$ cat config.mk
export PLATFORM = sky130hd
export DESIGN_NAME = wdog_led_ctrl
export DESIGN_NICKNAME = d
export VERILOG_FILES = /design/src/rtl/wdog_pkg.sv /design/src/rtl/wdog_tick_gen.sv /design/src/rtl/wdog_counter.sv /design/src/rtl/wdog_pin_drv.sv /design/src/rtl/wdog_led_ctrl.sv
export SDC_FILE = /design/constraint.sdc
export NUM_CORES = 1
export LEC_CHECK = 0
export ABC_AREA = 1
export BUFFER_PORTS_ARGS = -buffer_cell sky130_fd_sc_hd__buf_2
export CORE_MARGIN = 4
export CORE_UTILIZATION = 47
export DETAILED_ROUTE_END_ITERATION = 10
export PLACE_DENSITY = 0.66
export SYNTH_ARGS = -nofsm -noshare
export SYNTH_HDL_FRONTEND = slang
export SYNTH_SLANG_ARGS = --single-unit
export TNS_END_PERCENT = 10
$ cat constraint.sdc
create_clock -name clk -period 2.1 [get_ports clk]
set_clock_uncertainty 0.2 [all_clocks]
set_input_delay 0.105 -clock clk [delete_from_list [all_inputs] [get_ports clk]]
set_output_delay 0.105 -clock clk [all_outputs]
set_load 0.05 [all_outputs]
$ cat src/rtl/wdog_pkg.sv
package wdog_pkg;
  localparam int DW = 8;
  localparam logic [1:0] ADDR_MODE = 2'd0;
  localparam logic [1:0] ADDR_TMO  = 2'd1;
  localparam logic [1:0] ADDR_CTRL = 2'd2;
  localparam logic [3:0] ROUTE_SMI = 4'd2;

  typedef enum logic [1:0] {
    PIN_FLOAT = 2'b00,
    PIN_LOW   = 2'b01,
    PIN_FAST  = 2'b10,
    PIN_SLOW  = 2'b11
  } pin_mode_e;

  // one step of the countdown: decrement on a tick, saturate at zero
  function automatic logic [DW-1:0] cnt_step(input logic [DW-1:0] cnt, input logic tick);
    return (tick && cnt != '0) ? cnt - 1'b1 : cnt;
  endfunction

  // pin drive as {oe, data}
  function automatic logic [1:0] pin_drive(input pin_mode_e m, input logic fast, input logic slow);
    case (m)
      PIN_FLOAT: return 2'b00;
      PIN_LOW:   return 2'b10;
      PIN_FAST:  return {1'b1, fast};
      default:   return {1'b1, slow};
    endcase
  endfunction
endpackage

$ cat src/rtl/wdog_tick_gen.sv
module wdog_tick_gen #(
  parameter int HALF_DIV = 25_000_000,
  parameter int MIN_DIV  = 60
) (
  input  logic clk,
  input  logic rst_n,
  output logic sec_tick,
  output logic min_tick,
  output logic blink_fast,
  output logic blink_slow
);
  localparam int HW = $clog2(HALF_DIV + 1);
  localparam int MW = $clog2(MIN_DIV + 1);

  logic [HW-1:0] half_cnt;
  logic [MW-1:0] min_cnt;
  logic half_tick, phase, sec_par, slow_q;

  assign half_tick  = (half_cnt == HW'(HALF_DIV - 1));
  assign sec_tick   = half_tick && phase;
  assign min_tick   = sec_tick && (min_cnt == MW'(MIN_DIV - 1));
  assign blink_fast = phase;
  assign blink_slow = slow_q;

  always_ff @(posedge clk) begin
    if (!rst_n) begin
      half_cnt <= '0;
      phase    <= 1'b0;
      sec_par  <= 1'b0;
      slow_q   <= 1'b0;
      min_cnt  <= '0;
    end else begin
      half_cnt <= half_tick ? '0 : half_cnt + 1'b1;
      if (half_tick) phase <= ~phase;
      if (sec_tick) begin
        sec_par <= ~sec_par;
        if (sec_par) slow_q <= ~slow_q;
        min_cnt <= min_tick ? '0 : min_cnt + 1'b1;
      end
    end
  end
endmodule

$ cat src/rtl/wdog_counter.sv
module wdog_counter
  import wdog_pkg::*;
(
  input  logic          clk,
  input  logic          rst_n,
  input  logic          unit_tick,
  input  logic          load_evt,
  input  logic [DW-1:0] load_val,
  input  logic          force_evt,
  input  logic          ctrl_wr,
  input  logic          status_wval,
  output logic [DW-1:0] count,
  output logic          status,
  output logic          expire_evt
);
  assign expire_evt = unit_tick && (count == DW'(1)) && !load_evt && !force_evt;

  always_ff @(posedge clk) begin
    if (!rst_n) begin
      count  <= '0;
      status <= 1'b0;
    end else begin
      if (load_evt)       count <= load_val;
      else if (force_evt) count <= '0;
      else                count <= cnt_step(count, unit_tick);

      if (expire_evt || force_evt)       status <= 1'b1;
      else if (ctrl_wr)                  status <= status_wval;
      else if (load_evt && load_val != 0) status <= 1'b0;
    end
  end
endmodule

$ cat src/rtl/wdog_pin_drv.sv
module wdog_pin_drv
  import wdog_pkg::*;
(
  input  logic [1:0] pin_mode,
  input  logic       blink_fast,
  input  logic       blink_slow,
  output logic       led_out,
  output logic       led_oe
);
  logic [1:0] drv;
  assign drv     = pin_drive(pin_mode_e'(pin_mode), blink_fast, blink_slow);
  assign led_oe  = drv[1];
  assign led_out = drv[0];
endmodule

$ cat src/rtl/wdog_led_ctrl.sv
module wdog_led_ctrl
  import wdog_pkg::*;
#(
  parameter int HALF_DIV = 25_000_000,
  parameter int MIN_DIV  = 60
) (
  input  logic       clk,
  input  logic       rst_n,
  input  logic       reg_wr,
  input  logic [1:0] reg_addr,
  input  logic [7:0] reg_wdata,
  output logic [7:0] reg_rdata,
  output logic [3:0] irq_sel,
  output logic       wdt_irq,
  output logic       wdt_smi,
  output logic       led_out,
  output logic       led_oe
);
  logic [2:0] mode_q;
  logic [3:0] route_q;
  logic sec_tick, min_tick, blink_fast, blink_slow;
  logic unit_tick, load_evt, force_evt, ctrl_wr, expire_evt, status;
  logic [DW-1:0] count;

  assign ctrl_wr   = reg_wr && (reg_addr == ADDR_CTRL);
  assign load_evt  = reg_wr && (reg_addr == ADDR_TMO);
  assign force_evt = ctrl_wr && reg_wdata[5];
  assign unit_tick = mode_q[2] ? min_tick : sec_tick;

  always_ff @(posedge clk) begin
    if (!rst_n) begin
      mode_q  <= '0;
      route_q <= '0;
    end else begin
      if (reg_wr && reg_addr == ADDR_MODE) mode_q <= reg_wdata[2:0];
      if (ctrl_wr) route_q <= reg_wdata[3:0];
    end
  end

  wdog_tick_gen #(.HALF_DIV(HALF_DIV), .MIN_DIV(MIN_DIV)) u_tick (
    .clk(clk), .rst_n(rst_n), .sec_tick(sec_tick), .min_tick(min_tick),
    .blink_fast(blink_fast), .blink_slow(blink_slow)
  );

  wdog_counter u_cnt (
    .clk(clk), .rst_n(rst_n), .unit_tick(unit_tick), .load_evt(load_evt),
    .load_val(reg_wdata), .force_evt(force_evt), .ctrl_wr(ctrl_wr),
    .status_wval(reg_wdata[4]), .count(count), .status(status),
    .expire_evt(expire_evt)
  );

  wdog_pin_drv u_pin (
    .pin_mode(mode_q[1:0]), .blink_fast(blink_fast), .blink_slow(blink_slow),
    .led_out(led_out), .led_oe(led_oe)
  );

  always_comb begin
    case (reg_addr)
      ADDR_MODE: reg_rdata = {5'b0, mode_q};
      ADDR_TMO:  reg_rdata = count;
      ADDR_CTRL: reg_rdata = {3'b0, status, route_q};
      default:   reg_rdata = 8'h00;
    endcase
  end

  assign irq_sel = route_q;
  assign wdt_smi = status && (route_q == ROUTE_SMI);
  assign wdt_irq = status && (route_q != ROUTE_SMI);
endmodule

==> results.py, run 1 <==
metrics = {
    "outcome": {
        "status": "completed",
    },
    "cells_and_area": {
        "fin_util": 0.558,
        "multi_input_area_um2": 1650,
        "n_antenna_cell": 0,
        "fill_cells": 619,
        "final_cells": 539,
        "fin_nets": 480,
        "drive_gt1_frac": 0.164,
        "area_growth_pct": 15.1,
        "seqCellArea_um2": 1000,
        "post-route-cell-area_um2": 3330,
    },
    "logic_synthesis": {
        "syn_area_per_cell_um2": 6.88,
        "yosys_warnings": 0,
        "synth_top_area_share": 0.346,
        "synth_area_um2": 2890,
        "syn-num-nets": 437,
        "synth.distinct_cells": 38,
        "yosys-top-cells-area": "dfxtp_1 (35%), nand2_1 (9.9%), inv_1 (7.4%)",
        "synthCells": 420,
        "seq_area_frac_synth": 0.346,
        "synth_top_cell_by_area": "dfxtp_1",
        "synth_seq_cells": 50,
    },
    "pwr": {
        "p_total_mw": 1.89,
        "p_leak_nw": 1.46,
        "ir_drop_uv": 315,
        "power.density_nw_per_um2": 568,
    },
    "route": {
        "wl_per_cell_um": 12.7,
        "post_drt_via_cell_ratio": 5.22,
        "dr.pass1.iters": 4,
        "vias": 2812,
        "drt-initial-drc-count": 178,
        "wl_um": 6830,
        "drc": 0,
        "ant_nets": 0,
    },
    "hold_path": {
        "hold_class": "in2reg",
        "hold_depth": 5,
    },
    "setup_path": {
        "cp.arrival_ps": 1960,
        "worstPathRequired_ps": 2110,
        "critPathTopFamily": "simple AND/OR/NAND/NOR gates",
        "crit_fanout": 8,
        "max_stage_delay_ps": 320,
        "critPathBufInv": 1,
        "worst-setup-path-type": "reg2reg",
        "cp.depth": 9,
        "cp_slowest_cell": "dfxtp_1",
        "end_kind": "register",
        "r2r_cells": 9,
        "path_cells": "inv_1 -> ha_1 -> nand2_1 -> nor2_1 -> nand2_1 -> nand4_4 -> nand3_1 -> nand2_1 -> nor2_1",
        "cp_common_cell": "nand2_1",
        "cp-start-kind": "register",
    },
    "sta": {
        "worst_pin_slew_ps": 543,
        "slew_viol_final": 0,
        "fin_crit_ps": 1950,
        "fmax_mhz": 513,
        "setup_viol": 0,
        "fin_hold_ws_ps": 17.4,
        "post-route-period-util": 0.929,
        "slew_headroom": 0.638,
        "hold_violations": 0,
    },
    "clock_tree": {
        "cts_max_level": 2,
        "cts_buffers": 5,
        "tritoncts": "built",
        "clkSinkCount": 50,
        "clk_path_buf_depth": 2,
        "cts-root-buf": "clkbuf_8",
        "path_clk_slew_ps": 100,
        "cts_setup_buffers": 0,
        "clk_latency_ps": 310,
    },
    "grt": {
        "grt_max_degree": 20,
        "gr-total-overflow": 0,
        "grtUsageTotal": 0.188,
        "grt_pass1_vias": 2561,
        "grt_pass1_wl_um": 11500,
        "grt_antenna_before_repair": 0,
    },
    "floorplanning": {
        "ioPinCount": 29,
        "core.rowCount": 28,
        "die_w_um": 86.4,
        "die_area_um2": 7470,
        "die_h_um": 86.4,
        "core_area_um2": 5960,
        "start_util": 0.485,
    },
    "place": {
        "portBuffers": 28,
        "placed_area_um2": 3140,
        "place.gp.congestion": 0.842,
        "dp_hpwl_um": 5060,
        "place_inst": 524,
    },
    "job": {
        "max_cap_viol_count": 0,
    },
}
## worst register-to-register path, cell delays in order, from the launching register on
cell	delay, ps
dfxtp_1	320
inv_1	140
ha_1	200
nand2_1	60
nor2_1	290
nand2_1	230
nand4_4	220
nand3_1	90
nand2_1	70
nor2_1	30
## report_power, final
part	switching [mW]	internal (mW)	total (mW)
sequential	0.0195	0.972	0.992
clock	0.351	0.239	0.590
combinational	0.206	0.100	0.306
total	0.577	1.31	1.89
## repair_timing
action	in CTS	in global routing
hold buffers	6	0
endpoints found under the setup margin	0	12
hold endpoints to repair	11	0
resized for setup	0	5
## per-stage QoR
stage | setup WS [ps] | TNS [ps]
2_1_floorplan | 55.4 | 0
3_3_place_gp | 210 | 0
3_5_place_dp | 164 | 0
4_1_cts | 131 | 0
5_1_grt | -1.83 | -1.83
6_report | 149 | 0
## sequential cells by signal (all words and copies together) (netlist names)
| name | count |
|---|---|
| u_cnt.count | 8 |
| u_cnt.status | 1 |
| u_tick.blink_slow | 1 |
| u_tick.half_cnt | 25 |
| irq_sel | 4 |
| u_tick.min_cnt | 6 |
| mode_q | 3 |
| u_tick.sec_par | 1 |
| u_tick.blink_fast | 1 |
## placed cells by master (no fill, tap or decap), types with 2 or more instances in the layout
cell type | netlist | routed
clkinvlp_4 | 0 | 2
o21ai_0 | 21 | 21
buf_2 | 4 | 28
inv_1 | 57 | 57
inv_2 | 3 | 3
o22ai_1 | 6 | 6
xor2_1 | 7 | 7
o221ai_1 | 3 | 3
a21oi_1 | 34 | 34
xnor2_1 | 5 | 5
nand4_4 | 2 | 3
nor2_1 | 55 | 54
nand2_2 | 8 | 9
buf_4 | 0 | 8
nor2_4 | 5 | 6
nand4_1 | 13 | 13
dlygate4sd3_1 | 0 | 6
nand3_2 | 2 | 2
clkbuf_8 | 0 | 5
nand2_1 | 76 | 75
dfxtp_1 | 50 | 50
nor3_1 | 13 | 13
nor3b_1 | 2 | 2
ha_1 | 4 | 4
nand3_1 | 29 | 29
nor2_2 | 3 | 3
## routing by layer
| metal | up-vias | global-route usage | wire length [um] |
|---|---|---|---|
| li1 | 1467 | - | - |
| met1 | 1280 | 0.275 | 3560 |
| met2 | 58 | 0.281 | 2910 |
| met3 | 7 | 0.0380 | 276 |
| met4 | 0 | 0.0496 | 83 |
| met5 | - | 0 | 0 |
## kinds of logic (layout without fill, tap and decap cells)
group                      count (synthesis)  count (layout)  share of synthesized area
adders and majority gates                  4               4                     0.0173
DFF                                       50              50                      0.346
xor gates and xnor gates                  12              12                     0.0364
AOI/OAI and AO/OA                         68              68                      0.126
and+or+nand+nor                          218             219                      0.379
buffers and inverters                     68             111                     0.0952
## final cells by class
class | count | area share
multi-input cells | 303 | 0.496
flip-flops and latches | 50 | 0.301
repair buffers | 42 | 0.0783
inverters | 61 | 0.0688
well taps | 75 | 0.0282
clock buffers | 5 | 0.0207
clock inverters | 3 | 0.00715
## worst paths after layout
kind,startpoint,to,slack (ps)
setup / recovery,u_cnt.count[1],u_cnt.count[1],150
hold / removal,reg_wdata[6],u_cnt.count[6],20
setup reg to reg,u_cnt.count[1],u_cnt.count[1],150
hold reg to reg,u_tick.half_cnt[0],u_tick.half_cnt[0],260
## synthesized netlist by cell type
library cell	instances
o221ai_1	3
or2_2	1
inv_1	57
nand3b_4	1
ha_1	4
and3_1	1
o21ai_0	21
xnor2_1	5
nor2_8	1
buf_6	2
nor2_1	55
nand3_2	2
nand4_1	13
o21ai_1	2
nor3b_1	2
clkinv_1	1
a211oi_1	1
or3_1	1
a21oi_1	34
o22ai_1	6
nor2_2	3
a31oi_1	1
nand3b_1	1
nor3_1	13
nor3b_4	1
inv_2	3
nor3b_2	1
nand2_2	8
dfxtp_1	50
nor2_4	5
nand2_1	76
xor2_1	7
clkbuf_1	1
or2_0	1
nand3_1	29
nor4_1	1
buf_2	4
nand4_4	2
Power figures use the tool's default switching activity.
==> run 2, diff against run 1 <==
- MAX_ROUTING_LAYER: not set -> met4
- clock period: 2.1 -> 1.85 ns (I/O delays scaled with it)
==> results.py, run 2 (synthesis results as in run 1) <==
metrics = {
    "outcome": {
        "status": "completed",
    },
    "grt": {
        "grt_antenna_before_repair": 0,
        "busiest_layer": "met2",
        "grt_pass1_wl_um": 12200,
        "grtUsageTotal": 0.205,
        "grt_max_degree": 21,
        "gr-usage-met1": 0.285,
        "grt_pass1_vias": 2707,
        "grtUsageMet2": 0.304,
        "gr-total-overflow": 0,
        "use_met3": 0.0399,
    },
    "cells_and_area": {
        "final_common_cell": "nand2_1",
        "n_antenna_cell": 0,
        "fin_util": 0.607,
        "drive_gt1_frac": 0.258,
        "fin_nets": 501,
        "area_growth_pct": 25.0,
        "reg_top3": "u_tick.half_cnt x25, u_cnt.count x8, u_tick.min_cnt x6",
        "top_register": "u_tick.half_cnt",
        "final_cell_mix": "nand2_1 (72), inv_1 (55), nor2_1 (54), dfxtp_1 (36), a21oi_1 (32)",
        "largest_reg_flops": 25,
    },
    "floorplanning": {
        "core_area_um2": 5960,
        "ioPinCount": 29,
        "core.rowCount": 28,
        "die_w_um": 86.4,
        "die_h_um": 86.4,
        "die_area_um2": 7470,
        "start_util": 0.485,
    },
    "place": {
        "place.gp.congestion": 0.896,
        "dp_hpwl_um": 5140,
        "portBuffers": 28,
    },
    "clock_tree": {
        "tritoncts": "built",
        "cts_max_level": 2,
        "clk_latency_ps": 310,
        "cts_buffers": 5,
        "clkSinkCount": 50,
        "path_clk_slew_ps": 100,
        "clk_path_buf_depth": 2,
        "cts-root-buf": "clkbuf_8",
    },
    "setup_path": {
        "max_stage_delay_ps": 370,
        "path_cells": "ha_4 -> nand3_4 -> inv_4 -> nand3b_4 -> nor2_8 -> buf_4 -> nor2_4 -> buf_4 -> o21ai_0 -> a21oi_1",
        "critPathBufInv": 3,
        "crit_fanout": 7,
        "critPathTopFamily": "simple AND/OR/NAND/NOR gates",
        "cp_common_cell": "buf_4",
        "cp.arrival_ps": 1780,
        "worst-setup-path-type": "reg2reg",
        "cp-start-kind": "register",
        "end_kind": "register",
        "cp_slowest_cell": "dfxtp_2",
        "worstPathRequired_ps": 1860,
    },
    "route": {
        "vias": 2937,
        "dr.pass1.iters": 5,
        "post_drt_via_cell_ratio": 5.24,
        "wl_per_cell_um": 12.8,
        "drt-initial-drc-count": 160,
        "drc": 0,
        "ant_nets": 0,
        "wl_um": 7180,
    },
    "sta": {
        "setup_viol": 0,
        "slew_viol_final": 0,
        "fmax_mhz": 567,
        "fin_crit_ps": 1760,
        "worst_pin_slew_ps": 351,
        "post-route-period-util": 0.954,
        "slew_headroom": 0.765,
        "hold_violations": 0,
        "fin_hold_ws_ps": 1.68,
        "rsz0062_at_grt": "yes",
    },
    "pwr": {
        "power.density_nw_per_um2": 646,
        "swShare": 0.288,
        "pwr-share-comb": 0.168,
        "ir_drop_uv": 402,
        "p_leak_nw": 1.61,
        "seq_power_share": 0.483,
        "p_total_mw": 2.33,
        "p_sw_mw": 0.673,
        "clockPowerShare": 0.349,
        "intPower_mw": 1.66,
    },
    "hold_path": {
        "hold_class": "in2reg",
    },
    "job": {
        "max_cap_viol_count": 0,
    },
}
run 2: cell types whose count changed in the layout (fill, tap and decap cells not counted), moves of 3 or more:
cell     delta
buf_4      +19
dfxtp_1    -14
dfxtp_2    +14
nand2_1     -3
nand2_2     +3
nand3_1     -3
run 2: worst paths after layout:
path	startpoint	end	slack, ps	cells after the start
max reg2reg	u_tick.half_cnt[1]	u_tick.half_cnt[17]	90	10
min reg2reg	u_tick.sec_par	u_tick.sec_par	260	2
max	u_tick.half_cnt[1]	u_tick.half_cnt[17]	90	10
min	reg_wdata[6]	u_cnt.count[6]	2	5
run 2: worst reg2reg max path, cell delays in order (launching register included):
cell and delay [ps]:
dfxtp_2 370, ha_4 160, nand3_4 90, inv_4 90
nand3b_4 100, nor2_8 190, buf_4 150, nor2_4 40
buf_4 160, o21ai_0 70, a21oi_1 50
run 2: power groups by stage:
stage | combinational (mW) | sequential [mW] | clock, mW
after floorplan | 0.233 | 1.16 | 0
after global placement | 0.346 | 1.15 | 0
after detailed placement | 0.348 | 1.15 | 0
after CTS | 0.364 | 1.12 | 0.828
after global routing | 0.436 | 1.13 | 0.875
final | 0.391 | 1.13 | 0.815
run 2: cell type report:
cell class / count / area (um2)
clock buffer: 5 / 68.8
clock inverter: 3 / 47.5
fill: 558 / 2340
inverter: 61 / 234
multi-input combinational: 303 / 1700
sequential: 50 / 1020
tap: 75 / 93.8
timing repair buffer: 63 / 448
run 2: what timing repair did:
item,in CTS,in global routing
setup buffers,0,3
endpoints found under the hold margin,11,0
gates resized for setup,3,33
gates cloned,1,1
endpoints found under the setup margin,12,40
hold buffers,6,0
pin swaps,1,6
run 2: per-layer routing:
metal	part of all wire	wire, um
met5	0	0
met4	0.012	85
met3	0.043	310
met2	0.44	3160
met1	0.51	3630
run 2: per-stage QoR:
stage	setup slack [ps]	area, um2	instances	TNS (ps)
after CTS	2.17	3480	556	0
final	85.1	3610	560	0
after global placement	6.49	3280	541	0
after detailed placement	-54.8	3280	541	-513
after floorplan	-15.1	2890	420	-15.1
after global routing	-47.6	3610	560	-146
